File: config.mk
export PLATFORM = sky130hd
export DESIGN_NAME = ts_onestep_adjust
export DESIGN_NICKNAME = d
export VERILOG_FILES = /design/src/rtl/ts_adj_pkg.sv /design/src/rtl/ts_adj_ordinary.sv /design/src/rtl/ts_adj_transparent.sv /design/src/rtl/ts_adj_outreg.sv /design/src/rtl/ts_onestep_adjust.sv
export SDC_FILE = /design/constraint.sdc
export NUM_CORES = 1
export LEC_CHECK = 0
export BUFFER_PORTS_ARGS = -buffer_cell sky130_fd_sc_hd__buf_2
export CAP_MARGIN = 20
export CORE_MARGIN = 10
export CORE_UTILIZATION = 59
export CTS_BUF_LIST = sky130_fd_sc_hd__clkbuf_8
export DETAILED_ROUTE_END_ITERATION = 8
export GPL_TIMING_DRIVEN = 1
export PLACE_DENSITY_LB_ADDON = 0.3
export SYNTH_ARGS = -nofsm -noshare
export SYNTH_HDL_FRONTEND = slang
export SYNTH_SLANG_ARGS = --single-unit
File: constraint.sdc
create_clock -name clk -period 18.7 [get_ports clk]
set_clock_uncertainty 0.2 [all_clocks]
set_input_delay 4.675 -clock clk [delete_from_list [all_inputs] [get_ports clk]]
set_output_delay 4.675 -clock clk [all_outputs]
set_load 0.01 [all_outputs]
File: src/rtl/ts_adj_pkg.sv
// Package: ts_adj_pkg
// Shared encodings and default field widths for the one-step timestamp
// adjuster. Assumes the 80-bit time word layouts described in the brief.
package ts_adj_pkg;

    // Interpretation of the 80-bit time word.
    typedef enum logic {
        MODE_ORDINARY    = 1'b0,
        MODE_TRANSPARENT = 1'b1
    } ts_mode_e;

    localparam int TIME_W_DEF     = 80;
    localparam int SEC_W_DEF      = 48;
    localparam int NS_W_DEF       = 32;
    localparam int TC_NS_W_DEF    = 47;
    localparam int TC_FRAC_W_DEF  = 16;
    localparam int ADJ_W_DEF      = 11;
    localparam int ADJ_FRAC_W_DEF = 3;
    localparam int NS_PER_SEC_DEF = 1000000000;

endpackage

File: src/rtl/ts_adj_ordinary.sv
// Module: ts_adj_ordinary
// Adds a whole-nanosecond correction to a seconds/nanoseconds time and
// folds a nanosecond overflow into the seconds field. Purely combinational.
// Assumes the incoming nanoseconds are already below NS_PER_SEC; the carry
// is applied at most once. Seconds wrap modulo 2^SEC_W.
module ts_adj_ordinary #(
    parameter int SEC_W      = 48,
    parameter int NS_W       = 32,
    parameter int ADJ_NS_W   = 8,
    parameter int NS_PER_SEC = 1000000000
) (
    input  logic [SEC_W-1:0]    sec_in,
    input  logic [NS_W-1:0]     ns_in,
    input  logic [ADJ_NS_W-1:0] adj_ns,
    output logic [SEC_W-1:0]    sec_out,
    output logic [NS_W-1:0]     ns_out
);
    localparam int SUM_W = NS_W + 1;
    localparam logic [SUM_W-1:0] ROLL = SUM_W'(NS_PER_SEC);

    logic [SUM_W-1:0] ns_sum;
    logic [SUM_W-1:0] ns_wrapped;
    logic             carry;

    // Sum nanoseconds and decide whether a second has been completed.
    always_comb begin
        ns_sum     = {1'b0, ns_in} + SUM_W'(adj_ns);
        carry      = (ns_sum >= ROLL);
        ns_wrapped = ns_sum - ROLL;
    end

    // Select the wrapped or plain nanoseconds and bump the seconds on carry.
    always_comb begin
        ns_out  = carry ? ns_wrapped[NS_W-1:0] : ns_sum[NS_W-1:0];
        sec_out = sec_in + SEC_W'(carry);
    end

endmodule

File: src/rtl/ts_adj_transparent.sv
// Module: ts_adj_transparent
// Adds a fixed-point latency value to a correction field made of whole and
// fractional nanoseconds. The correction's fraction is aligned to the top of
// the field's fraction. Purely combinational; wraps modulo 2^FIELD_W.
module ts_adj_transparent #(
    parameter int FIELD_W = 63,
    parameter int ADJ_W   = 11,
    parameter int SHIFT   = 13
) (
    input  logic [FIELD_W-1:0] field_in,
    input  logic [ADJ_W-1:0]   adj,
    output logic [FIELD_W-1:0] field_out
);
    logic [FIELD_W-1:0] addend;

    // Align the correction and add it to the field.
    always_comb begin
        addend    = FIELD_W'(adj) << SHIFT;
        field_out = field_in + addend;
    end

endmodule

File: src/rtl/ts_adj_outreg.sv
// Module: ts_adj_outreg
// Output stage: loads a data word when the strobe is high, holds it
// otherwise, and delays the strobe by one cycle. Synchronous active-low reset.
module ts_adj_outreg #(
    parameter int DATA_W = 80
) (
    input  logic              clk,
    input  logic              rst_n,
    input  logic              d_valid,
    input  logic [DATA_W-1:0] d,
    output logic              q_valid,
    output logic [DATA_W-1:0] q
);
    // Register the valid flag and capture data only on a valid word.
    always_ff @(posedge clk) begin
        if (!rst_n) begin
            q_valid <= 1'b0;
            q       <= '0;
        end else begin
            q_valid <= d_valid;
            if (d_valid) begin
                q <= d;
            end
        end
    end

endmodule

File: src/rtl/ts_onestep_adjust.sv
// Module: ts_onestep_adjust
// Top of the one-step timestamp adjuster. Computes both encodings in
// parallel, selects by the per-word mode input and registers the result.
// Assumes ordinary-mode nanoseconds arrive below one billion.
module ts_onestep_adjust
    import ts_adj_pkg::*;
#(
    parameter int TIME_W     = TIME_W_DEF,
    parameter int SEC_W      = SEC_W_DEF,
    parameter int NS_W       = NS_W_DEF,
    parameter int TC_NS_W    = TC_NS_W_DEF,
    parameter int TC_FRAC_W  = TC_FRAC_W_DEF,
    parameter int ADJ_W      = ADJ_W_DEF,
    parameter int ADJ_FRAC_W = ADJ_FRAC_W_DEF,
    parameter int NS_PER_SEC = NS_PER_SEC_DEF
) (
    input  logic              clk,
    input  logic              rst_n,
    input  logic              ts_valid,
    input  logic              transparent,
    input  logic [TIME_W-1:0] ts_time,
    input  logic [ADJ_W-1:0]  lat_adj,
    output logic              res_valid,
    output logic [TIME_W-1:0] res_time
);
    localparam int ADJ_NS_W   = ADJ_W - ADJ_FRAC_W;
    localparam int TC_FIELD_W = TC_NS_W + TC_FRAC_W;
    localparam int TC_UPPER_W = TIME_W - TC_FIELD_W;
    localparam int TC_SHIFT   = TC_FRAC_W - ADJ_FRAC_W;

    ts_mode_e           mode;
    logic [SEC_W-1:0]   ord_sec;
    logic [NS_W-1:0]    ord_ns;
    logic [TC_FIELD_W-1:0] tc_field;
    logic [TIME_W-1:0]  ord_word;
    logic [TIME_W-1:0]  tc_word;
    logic [TIME_W-1:0]  next_word;

    // Decode the mode input into the shared enumeration.
    always_comb mode = ts_mode_e'(transparent);

    ts_adj_ordinary #(
        .SEC_W      (SEC_W),
        .NS_W       (NS_W),
        .ADJ_NS_W   (ADJ_NS_W),
        .NS_PER_SEC (NS_PER_SEC)
    ) u_ordinary (
        .sec_in  (ts_time[NS_W +: SEC_W]),
        .ns_in   (ts_time[NS_W-1:0]),
        .adj_ns  (lat_adj[ADJ_W-1:ADJ_FRAC_W]),
        .sec_out (ord_sec),
        .ns_out  (ord_ns)
    );

    ts_adj_transparent #(
        .FIELD_W (TC_FIELD_W),
        .ADJ_W   (ADJ_W),
        .SHIFT   (TC_SHIFT)
    ) u_transparent (
        .field_in  (ts_time[TC_FIELD_W-1:0]),
        .adj       (lat_adj),
        .field_out (tc_field)
    );

    // Reassemble the ordinary-mode word.
    always_comb ord_word = {ord_sec, ord_ns};

    // Reassemble the transparent word; the bits above the field pass through.
    generate
        if (TC_UPPER_W > 0) begin : g_tc_upper
            always_comb tc_word = {ts_time[TIME_W-1:TC_FIELD_W], tc_field};
        end else begin : g_tc_full
            always_comb tc_word = tc_field;
        end
    endgenerate

    // Pick the result for the mode of this word.
    always_comb next_word = (mode == MODE_TRANSPARENT) ? tc_word : ord_word;

    ts_adj_outreg #(
        .DATA_W (TIME_W)
    ) u_outreg (
        .clk     (clk),
        .rst_n   (rst_n),
        .d_valid (ts_valid),
        .d       (next_word),
        .q_valid (res_valid),
        .q       (res_time)
    );

endmodule

# --- Word level (Yosys, flattened, before mapping) ---
# Cells that the tools add are included.
word_totals:
  regBits: 81
  in_bits: 95
  output_inout_bits: 81
  word_cells: 9
classes:
  addsub: 4
  n_lt_le_gt_ge: 1
  n_mux: 2
op_table:
  columns: ["operator", "n"]
  rows:
  - ["2-to-1 mux 80 bit", 1]
  - ["adder 63 x 24 -> 63 bit", 1]
  - ["adder 48 x 1 -> 48 bit", 1]
  - ["adder 32 x 8 -> 33 bit", 1]
  - ["greater-or-equal comparator 33 x 30 -> 1 bit (second input constant)", 1]
  - ["2-to-1 mux 32 bit", 1]
  - ["subtractor 32 x 30 -> 32 bit (second input constant)", 1]

# --- Longest topological paths before layout ---
# Gate-level depths: netlist (run 1).
depth:
  word_depth: 4
  ltp_mapped: 21
  depth_no_buf: 21

# --- Hierarchy ---
# A second synthesis (run 1) with hierarchy kept.
unflattened:
  hier_cells: 938
  area_unflattened_um2: 8587.0
modules_own_cells:
  columns: ["module", "n_inst", "cells_each", "area_per_inst_um2", "seq_area_each_um2"]
  rows:
  - ["ts_adj_outreg", 1, 260, 3095.5, 1621.6]
  - ["ts_adj_ordinary", 1, 384, 2637.5, 0.0]
  - ["ts_adj_transparent", 1, 205, 1481.4, 0.0]
  - ["ts_onestep_adjust", 1, 89, 1372.6, 0.0]

# --- Worst setup path after synthesis (run 1) ---
# Ideal clock, no wire load.
synth_path:
  kind: "input -> register"
  startpoint: "in ts_time[0]"
  endpoint: "reg u_outreg.q[74]"
  arrival_time_ps: 9135
  t_required_ps: 18414
  slack_ps: 9280
  path_stages: 21
  path_buffers: 0
  path_cell_list: "ha_1 > fa_1 > a211oi_2 > o21ai_4 > o21ai_0 > xor2_1 > ha_1 > o2111ai_1 > a21oi_2 > o31ai_4 > o21ai_4 > inv_4 > ha_1 > ha_1 > nand2_1 > nor4_1 > nand2_1 > nor2_1 > nand3_1 > xor2_1 > a211oi_1"
synth_via:
  elab_chain_cells: 4
synth_rtl:
  columns: ["element", "line", "text"]
  rows:
  - ["from (decl)", "ts_onestep_adjust.sv:21", "input logic [TIME_W-1:0] ts_time,"]
  - ["adder 32 x 8 -> 33 bit", "ts_adj_ordinary.sv:27", "ns_sum = {1'b0, ns_in} + SUM_W'(adj_ns);"]
  - ["greater-or-equal comparator 33 x 30 -> 1 bit", "ts_adj_ordinary.sv:28", "carry = (ns_sum >= ROLL);"]
  - ["adder 48 x 1 -> 48 bit", "ts_adj_ordinary.sv:35", "sec_out = sec_in + SEC_W'(carry);"]
  - ["2-to-1 mux 80 bit", "ts_onestep_adjust.sv:78", "always_comb next_word = (mode == MODE_TRANSPARENT) ? tc_word : ord_word;"]
  - ["to (signal assigned)", "ts_adj_outreg.sv:18", "q <= '0;"]
  - ["to (signal assigned)", "ts_adj_outreg.sv:22", "q <= d;"]
  - ["to (decl)", "ts_adj_outreg.sv:12", "output logic [DATA_W-1:0] q"]
# Every way passes these cells.
# A chain may end at the register's enable or synchronous reset.

# --- Final worst setup path (run 1) ---
# Same ends and word-level chain as after synthesis.

==> results.py, run 1 <==
metrics = {
    "cells_and_area": {
        "final_cell_mix": "174 x buf_2, 81 x dfxtp_1, 71 x nand2_1",
        "drive_gt1_frac": 0.232,
        "area_growth_pct": 16.7,
        "nets": 1091,
        "num_antenna_cells": 0,
        "final_common_cell": "buf_2",
    },
    "power": {
        "p_leak_nw": 3.08,
        "p_per_area_nw_per_um2": 63.7,
        "peakVddDrop_uv": 62.9,
    },
    "critical_path": {
        "start_kind": "primary input",
        "critPathLaunch": "ts_time[0]",
        "crit_type": "primary input to flop",
        "cp_common_cell": "ha_1",
        "end_kind": "flop",
        "r2r-end": "u_outreg.q[24]$_SDFFE_PN0P_",
        "reg2reg_from": "u_outreg.q[24]$_SDFFE_PN0P_",
        "r2r_cells": 3,
        "crit_slowest_cell": "nor4_1",
        "cp.arrival_ns": 10.25,
        "critPathMaxFanout": 18,
        "r2r_slack_ns": 17.60,
        "crit_chain": "buf_2, ha_1, fa_1, a211oi_2, o21ai_4, o21ai_0, xor2_1, ha_1, o2111ai_1, a21oi_2, o31ai_4, o21ai_4, inv_4, ha_1, ha_1, nand2_1, nor4_1, nand2_1, nor2_1, nand3_1, xor2_1, a211oi_1",
        "required_ns": 18.77,
        "slowest_delay_ns": 0.67,
    },
    "timing": {
        "worst_pin_slew_ns": 0.873,
        "relSlewSlack": 0.418,
        "min_period_over_period": 0.544,
        "fin_hold_ws_ns": 0.273,
        "slew_violations": 0,
        "rsz0062_at_grt": "false",
        "clock.fmax_mhz": 98.3,
        "final_hold_viol_count": 0,
        "setup_tns_ns": 0,
        "setup_viol": 0,
        "period_needed_ns": 10.17,
    },
    "route": {
        "drcViolationCount": 0,
        "drt_pass1_iterations": 5,
        "final_antenna_net_count": 0,
        "vias": 6965,
        "wl_um": 20800,
        "drtIter0Drc": 584,
        "drt-wirelength-per-cell_um": 18.6,
        "viasPerCell": 6.24,
    },
    "die": {
        "initial_utilization": 0.598,
        "core_area_um2": 10800,
        "die_height_um": 125,
        "pin_count": 176,
        "dieArea_um2": 15500,
        "std_cell_rows": 38,
        "die-width_um": 125,
    },
    "global_routing": {
        "grt_util_all_layers": 0.255,
        "antenna_found_initial": 0,
        "grt_pass1_wl_um": 33600,
        "grt_max_degree": 77,
        "first_global_vias": 6713,
        "grt_remaining_overflow": 0,
    },
    "clock_tree": {
        "clk_latency_ns": 0.36,
        "h-tree-depth": 3,
        "clk_pin_slew_ns": 0.09,
        "cts_buffers": 9,
        "hold_buffers": 0,
        "root_buffer": "clkbuf_8",
        "tritoncts": "done",
        "post_cts_resized": 0,
        "post_cts_buffers": 0,
        "clkSinkCount": 81,
        "cts_buffer_depth": 2,
    },
    "min_path": {
        "worstHoldPathCells": 2,
        "holdPathEnd": "u_outreg.q[25]$_SDFFE_PN0P_",
        "hp-start": "u_outreg.q[25]$_SDFFE_PN0P_",
        "hold_class": "flop to flop",
    },
    "placement": {
        "portBuffers": 175,
        "routabilityCongestion": 0.961,
        "hpwlAfterDp_um": 16000,
    },
    "status": {
        "status": "finished, final reports clean",
    },
    "logic_synthesis": {
        "syn-num-nets": 949,
        "synthArstFlopShare": 0,
        "synth_cells": 830,
        "synth-seq-cells": 81,
        "syn_avg_cell_area_um2": 7.78,
        "ys.flop_type": "dfxtp_1",
        "synth_edf_count": 0,
        "yosysWarningCount": 0,
        "ys_seq_area_frac": 0.251,
        "ys_types": 88,
        "synth_area_um2": 6450,
    },
    "job": {
        "maxCapViolations": 0,
    },
}
## where the power goes
part           switching (W)  internal, W
Sequential        0.00000640     0.000186
Combinational      0.0000914    0.0000575
Clock              0.0000721    0.0000670
## worst max-delay path: cells and delay by family
| family | cells | cell delay [ns] |
|---|---|---|
| fa+ha+maj | 5 | 1.35 |
| simple gates | 5 | 1.41 |
| buf+inv | 2 | 0.27 |
| xor+xnor | 2 | 0.35 |
| compound gates | 8 | 2.18 |
## per-stage QoR
| stage | utilization | power [W] | cell area, µm² | instances | setup slack, ns |
|---|---|---|---|---|---|
| final | 0.698 | 0.000480 | 7530 | 1117 | 8.53 |
| after global routing | 0.698 | 0.000506 | 7530 | 1117 | 8.17 |
| after CTS | 0.698 | 0.000482 | 7530 | 1117 | 8.64 |
| after detailed placement | 0.679 | 0.000343 | 7320 | 1101 | 8.29 |
| after global placement | 0.679 | 0.000341 | 7320 | 1101 | 8.50 |
| after floorplan | - | 0.000291 | 6450 | 830 | 9.28 |
## flip-flops by register name (all words and copies together) (netlist names)
| register | count |
|---|---|
| u_outreg.q | 80 |
| u_outreg.q_valid | 1 |
## worst max path at each step
| stage | endpoint | depth (start not counted) |
|---|---|---|
| finish | u_outreg.q[74]$_SDFFE_PN0P_ | 22 |
| CTS | u_outreg.q[74]$_SDFFE_PN0P_ | 22 |
| global route | u_outreg.q[74]$_SDFFE_PN0P_ | 22 |
| global placement | u_outreg.q[74]$_SDFFE_PN0P_ | 22 |
| floorplan | u_outreg.q[74]$_SDFFE_PN0P_ | 21 |
| detailed placement | u_outreg.q[74]$_SDFFE_PN0P_ | 22 |
## final cells by class
class / count / area, µm²
fill: 954 / 3260
clock inverter: 6 / 73.8
inverter: 19 / 73.8
timing repair buffer: 177 / 893
sequential: 81 / 1620
multi-input combinational: 684 / 4560
tap: 140 / 175
clock buffer: 10 / 138
## cells by family after synthesis
family	Yosys count	synth area share
buffers and inverters	65	0.0424
XOR/XNOR	98	0.133
AO/OA/AOI/OAI	259	0.277
flip-flops	81	0.251
multiplexers	8	0.0126
adder cells (fa/ha/maj)	24	0.0488
AND/OR/NAND/NOR	295	0.235
## cells in the mapped netlist, types with 17 or more instances
master | n | share of area
dfxtp_1 | 81 | 0.25
a211oi_1 | 25 | 0.029
a21oi_1 | 65 | 0.050
ha_1 | 22 | 0.043
clkbuf_1 | 34 | 0.020
inv_1 | 17 | 0.0099
nand4_1 | 18 | 0.017
nand3_1 | 46 | 0.036
o21ai_0 | 63 | 0.049
nor2_1 | 69 | 0.040
xor2_1 | 48 | 0.065
xnor2_1 | 50 | 0.068
nand2_1 | 71 | 0.041
## routing by layer
| metal | wire length (µm) | GRT usage | vias to the layer above |
|---|---|---|---|
| met5 | 0 | 0 | - |
| met1 | 8780 | 0.320 | 3236 |
| met4 | 803 | 0.108 | 0 |
| met2 | 9430 | 0.403 | 307 |
| li1 | - | - | 3358 |
| met3 | 1790 | 0.0689 | 64 |
(Power assumes the default switching activity.)
==> inputs of run 2 (changes only) <==
--- a/config.mk
+++ b/config.mk
@@ -8,7 +8,7 @@
 export BUFFER_PORTS_ARGS = -buffer_cell sky130_fd_sc_hd__buf_2
 export CAP_MARGIN = 20
 export CORE_MARGIN = 10
-export CORE_UTILIZATION = 59
+export CORE_UTILIZATION = 55
 export CTS_BUF_LIST = sky130_fd_sc_hd__clkbuf_8
 export DETAILED_ROUTE_END_ITERATION = 8
 export GPL_TIMING_DRIVEN = 1
==> constraint.sdc (replaced) <==
create_clock -name clk -period 10 [get_ports clk]
set_clock_uncertainty 0.2 [all_clocks]
set_input_delay 2.5 -clock clk [delete_from_list [all_inputs] [get_ports clk]]
set_output_delay 2.5 -clock clk [all_outputs]
set_load 0.01 [all_outputs]
==> results.py, run 2 (synthesized netlist as in run 1, its figures left out) <==
metrics = {
    "status": {
        "status": "finished, final reports clean",
    },
    "route": {
        "drt-wirelength-per-cell_um": 18.4,
        "wl_um": 20600,
        "viasPerCell": 6.12,
        "final_antenna_net_count": 0,
        "drcViolationCount": 0,
        "drtIter0Drc": 570,
        "drt_pass1_iterations": 5,
        "vias": 6852,
    },
    "power": {
        "p_switching_w": 0.000319,
        "internal_power_w": 0.000555,
        "clockPowerShare": 0.272,
        "p_seq_frac": 0.411,
        "p_leak_nw": 3.07,
        "p_comb_frac": 0.317,
        "p_per_area_nw_per_um2": 116,
        "p_sw_frac": 0.365,
        "peakVddDrop_uv": 91.4,
    },
    "die": {
        "die_height_um": 128,
        "initial_utilization": 0.563,
        "pin_count": 176,
        "std_cell_rows": 39,
        "dieArea_um2": 16500,
        "core_area_um2": 11500,
        "die-width_um": 128,
    },
    "cells_and_area": {
        "top_regs": "u_outreg.q: 80 flops, u_outreg.q_valid: 1 flops",
        "num_antenna_cells": 0,
        "nFillCells": 1023,
        "nets": 1091,
        "multi_input_area_um2": 4560,
        "final_common_cell": "buf_2",
        "drive_gt1_frac": 0.232,
        "largest_reg_flops": 80,
        "area_growth_pct": 16.4,
        "seq_area_um2": 1620,
        "final_cell_mix": "174 x buf_2, 81 x dfxtp_1, 71 x nand2_1",
        "largest_register": "u_outreg.q",
    },
    "clock_tree": {
        "clkSinkCount": 81,
        "tritoncts": "done",
        "clk_pin_slew_ns": 0.09,
        "post_cts_resized": 0,
        "root_buffer": "clkbuf_8",
        "clk_latency_ns": 0.35,
        "cts_buffer_depth": 2,
        "hold_buffers": 0,
        "cts_buffers": 9,
        "post_cts_buffers": 0,
        "h-tree-depth": 3,
    },
    "timing": {
        "setup_tns_ns": 0,
        "setup_viol": 0,
        "final_hold_viol_count": 0,
        "worst_pin_slew_ns": 0.898,
        "clock.fmax_mhz": 126,
        "relSlewSlack": 0.401,
        "setup_ws_ns": 2.06,
        "fin_hold_ws_ns": 0.285,
        "rsz0062_at_grt": "false",
        "slew_violations": 0,
        "min_period_over_period": 0.794,
        "period_needed_ns": 7.94,
    },
    "global_routing": {
        "first_global_vias": 6555,
        "grt_util_all_layers": 0.238,
        "grt_max_degree": 95,
        "grt_remaining_overflow": 0,
        "antenna_found_initial": 0,
        "grt_pass1_wl_um": 32700,
    },
    "critical_path": {
        "crit_type": "primary input to flop",
        "critPathMaxFanout": 18,
        "start_kind": "primary input",
        "end_kind": "flop",
        "cp.arrival_ns": 8.00,
        "path_depth": 22,
        "cp_common_cell": "ha_1",
        "crit_slowest_cell": "nor4_1",
        "required_ns": 10.06,
        "crit_chain": "buf_2, ha_1, fa_1, a211oi_2, o21ai_4, o21ai_0, xor2_1, ha_1, o2111ai_1, a21oi_2, o31ai_4, o21ai_4, inv_4, ha_1, ha_1, nand2_1, nor4_1, nand2_1, nor2_1, nand3_1, xor2_1, a211oi_1",
        "critPathTopFamily": "compound AO/OA/AOI/OAI gates",
        "r2r_cells": 3,
        "slowest_delay_ns": 0.66,
        "cp.buffers_inverters": 2,
    },
    "min_path": {
        "worstHoldPathCells": 2,
        "hold_class": "flop to flop",
    },
    "job": {
        "maxCapViolations": 0,
    },
    "placement": {
        "portBuffers": 175,
        "dpl_worst_slack_ns": 1.73,
        "routabilityCongestion": 0.935,
        "hpwlAfterDp_um": 16100,
    },
}
==> run 2: cell types whose count changed in the layout (fill, tap and decap cells not counted), sizes merged <==
| cell | previous run | this run |
|---|---|---|
| bufinv | 1 | 0 |
| clkinv | 1 | 2 |
==> run 2: worst min-delay path, stage by stage, from the launching register on <==
cell	delay, ns
dfxtp_1	0.32
nor2_1	0.08
a211oi_1	0.05
==> run 2: cell type report <==
| type | instances | area share |
|---|---|---|
| Timing Repair Buffer | 177 | 0.119 |
| Tap cell | 143 | 0.0238 |
| Multi-Input combinational cell | 684 | 0.607 |
| Sequential cell | 81 | 0.216 |
| Clock inverter | 6 | 0.00666 |
| Inverter | 19 | 0.00982 |
| Clock buffer | 10 | 0.0183 |
==> run 2: worst paths after layout <==
check	startpoint	to	slack, ns
worst min register to register	u_outreg.q[68]$_SDFFE_PN0P_	u_outreg.q[68]$_SDFFE_PN0P_	0.28
worst max register to register	u_outreg.q[24]$_SDFFE_PN0P_	u_outreg.q[24]$_SDFFE_PN0P_	8.88
worst max-delay path	lat_adj[3]	u_outreg.q[74]$_SDFFE_PN0P_	2.06
worst min-delay path	u_outreg.q[68]$_SDFFE_PN0P_	u_outreg.q[68]$_SDFFE_PN0P_	0.28
==> run 2: power groups by stage <==
stage / logic (W) / registers, W / clock network, W
5_1_grt: 0.000305 / 0.000362 / 0.000254
3_5_place_dp: 0.000273 / 0.000367 / 0
6_report: 0.000277 / 0.000360 / 0.000238
2_1_floorplan: 0.000166 / 0.000379 / 0
3_3_place_gp: 0.000271 / 0.000366 / 0
4_1_cts: 0.000275 / 0.000360 / 0.000242
==> run 2: metrics by stage <==
| step | power (W) | utilization | instances | instance area (µm²) |
|---|---|---|---|---|
| 6_report | 0.000874 | 0.655 | 1120 | 7510 |
| 5_1_grt | 0.000921 | 0.655 | 1120 | 7510 |
| 4_1_cts | 0.000877 | 0.655 | 1120 | 7510 |
| 3_5_place_dp | 0.000640 | 0.639 | 1104 | 7330 |
| 3_3_place_gp | 0.000637 | 0.639 | 1104 | 7330 |
| 2_1_floorplan | 0.000544 | - | 830 | 6450 |
==> run 2: routing by layer <==
layer / routed length [µm] / GRT usage / vias up
met5: 0 / 0 / -
met4: 522 / 0.0841 / 0
met3: 1900 / 0.0600 / 36
met2: 9440 / 0.378 / 271
met1: 8760 / 0.307 / 3188
li1: - / - / 3357
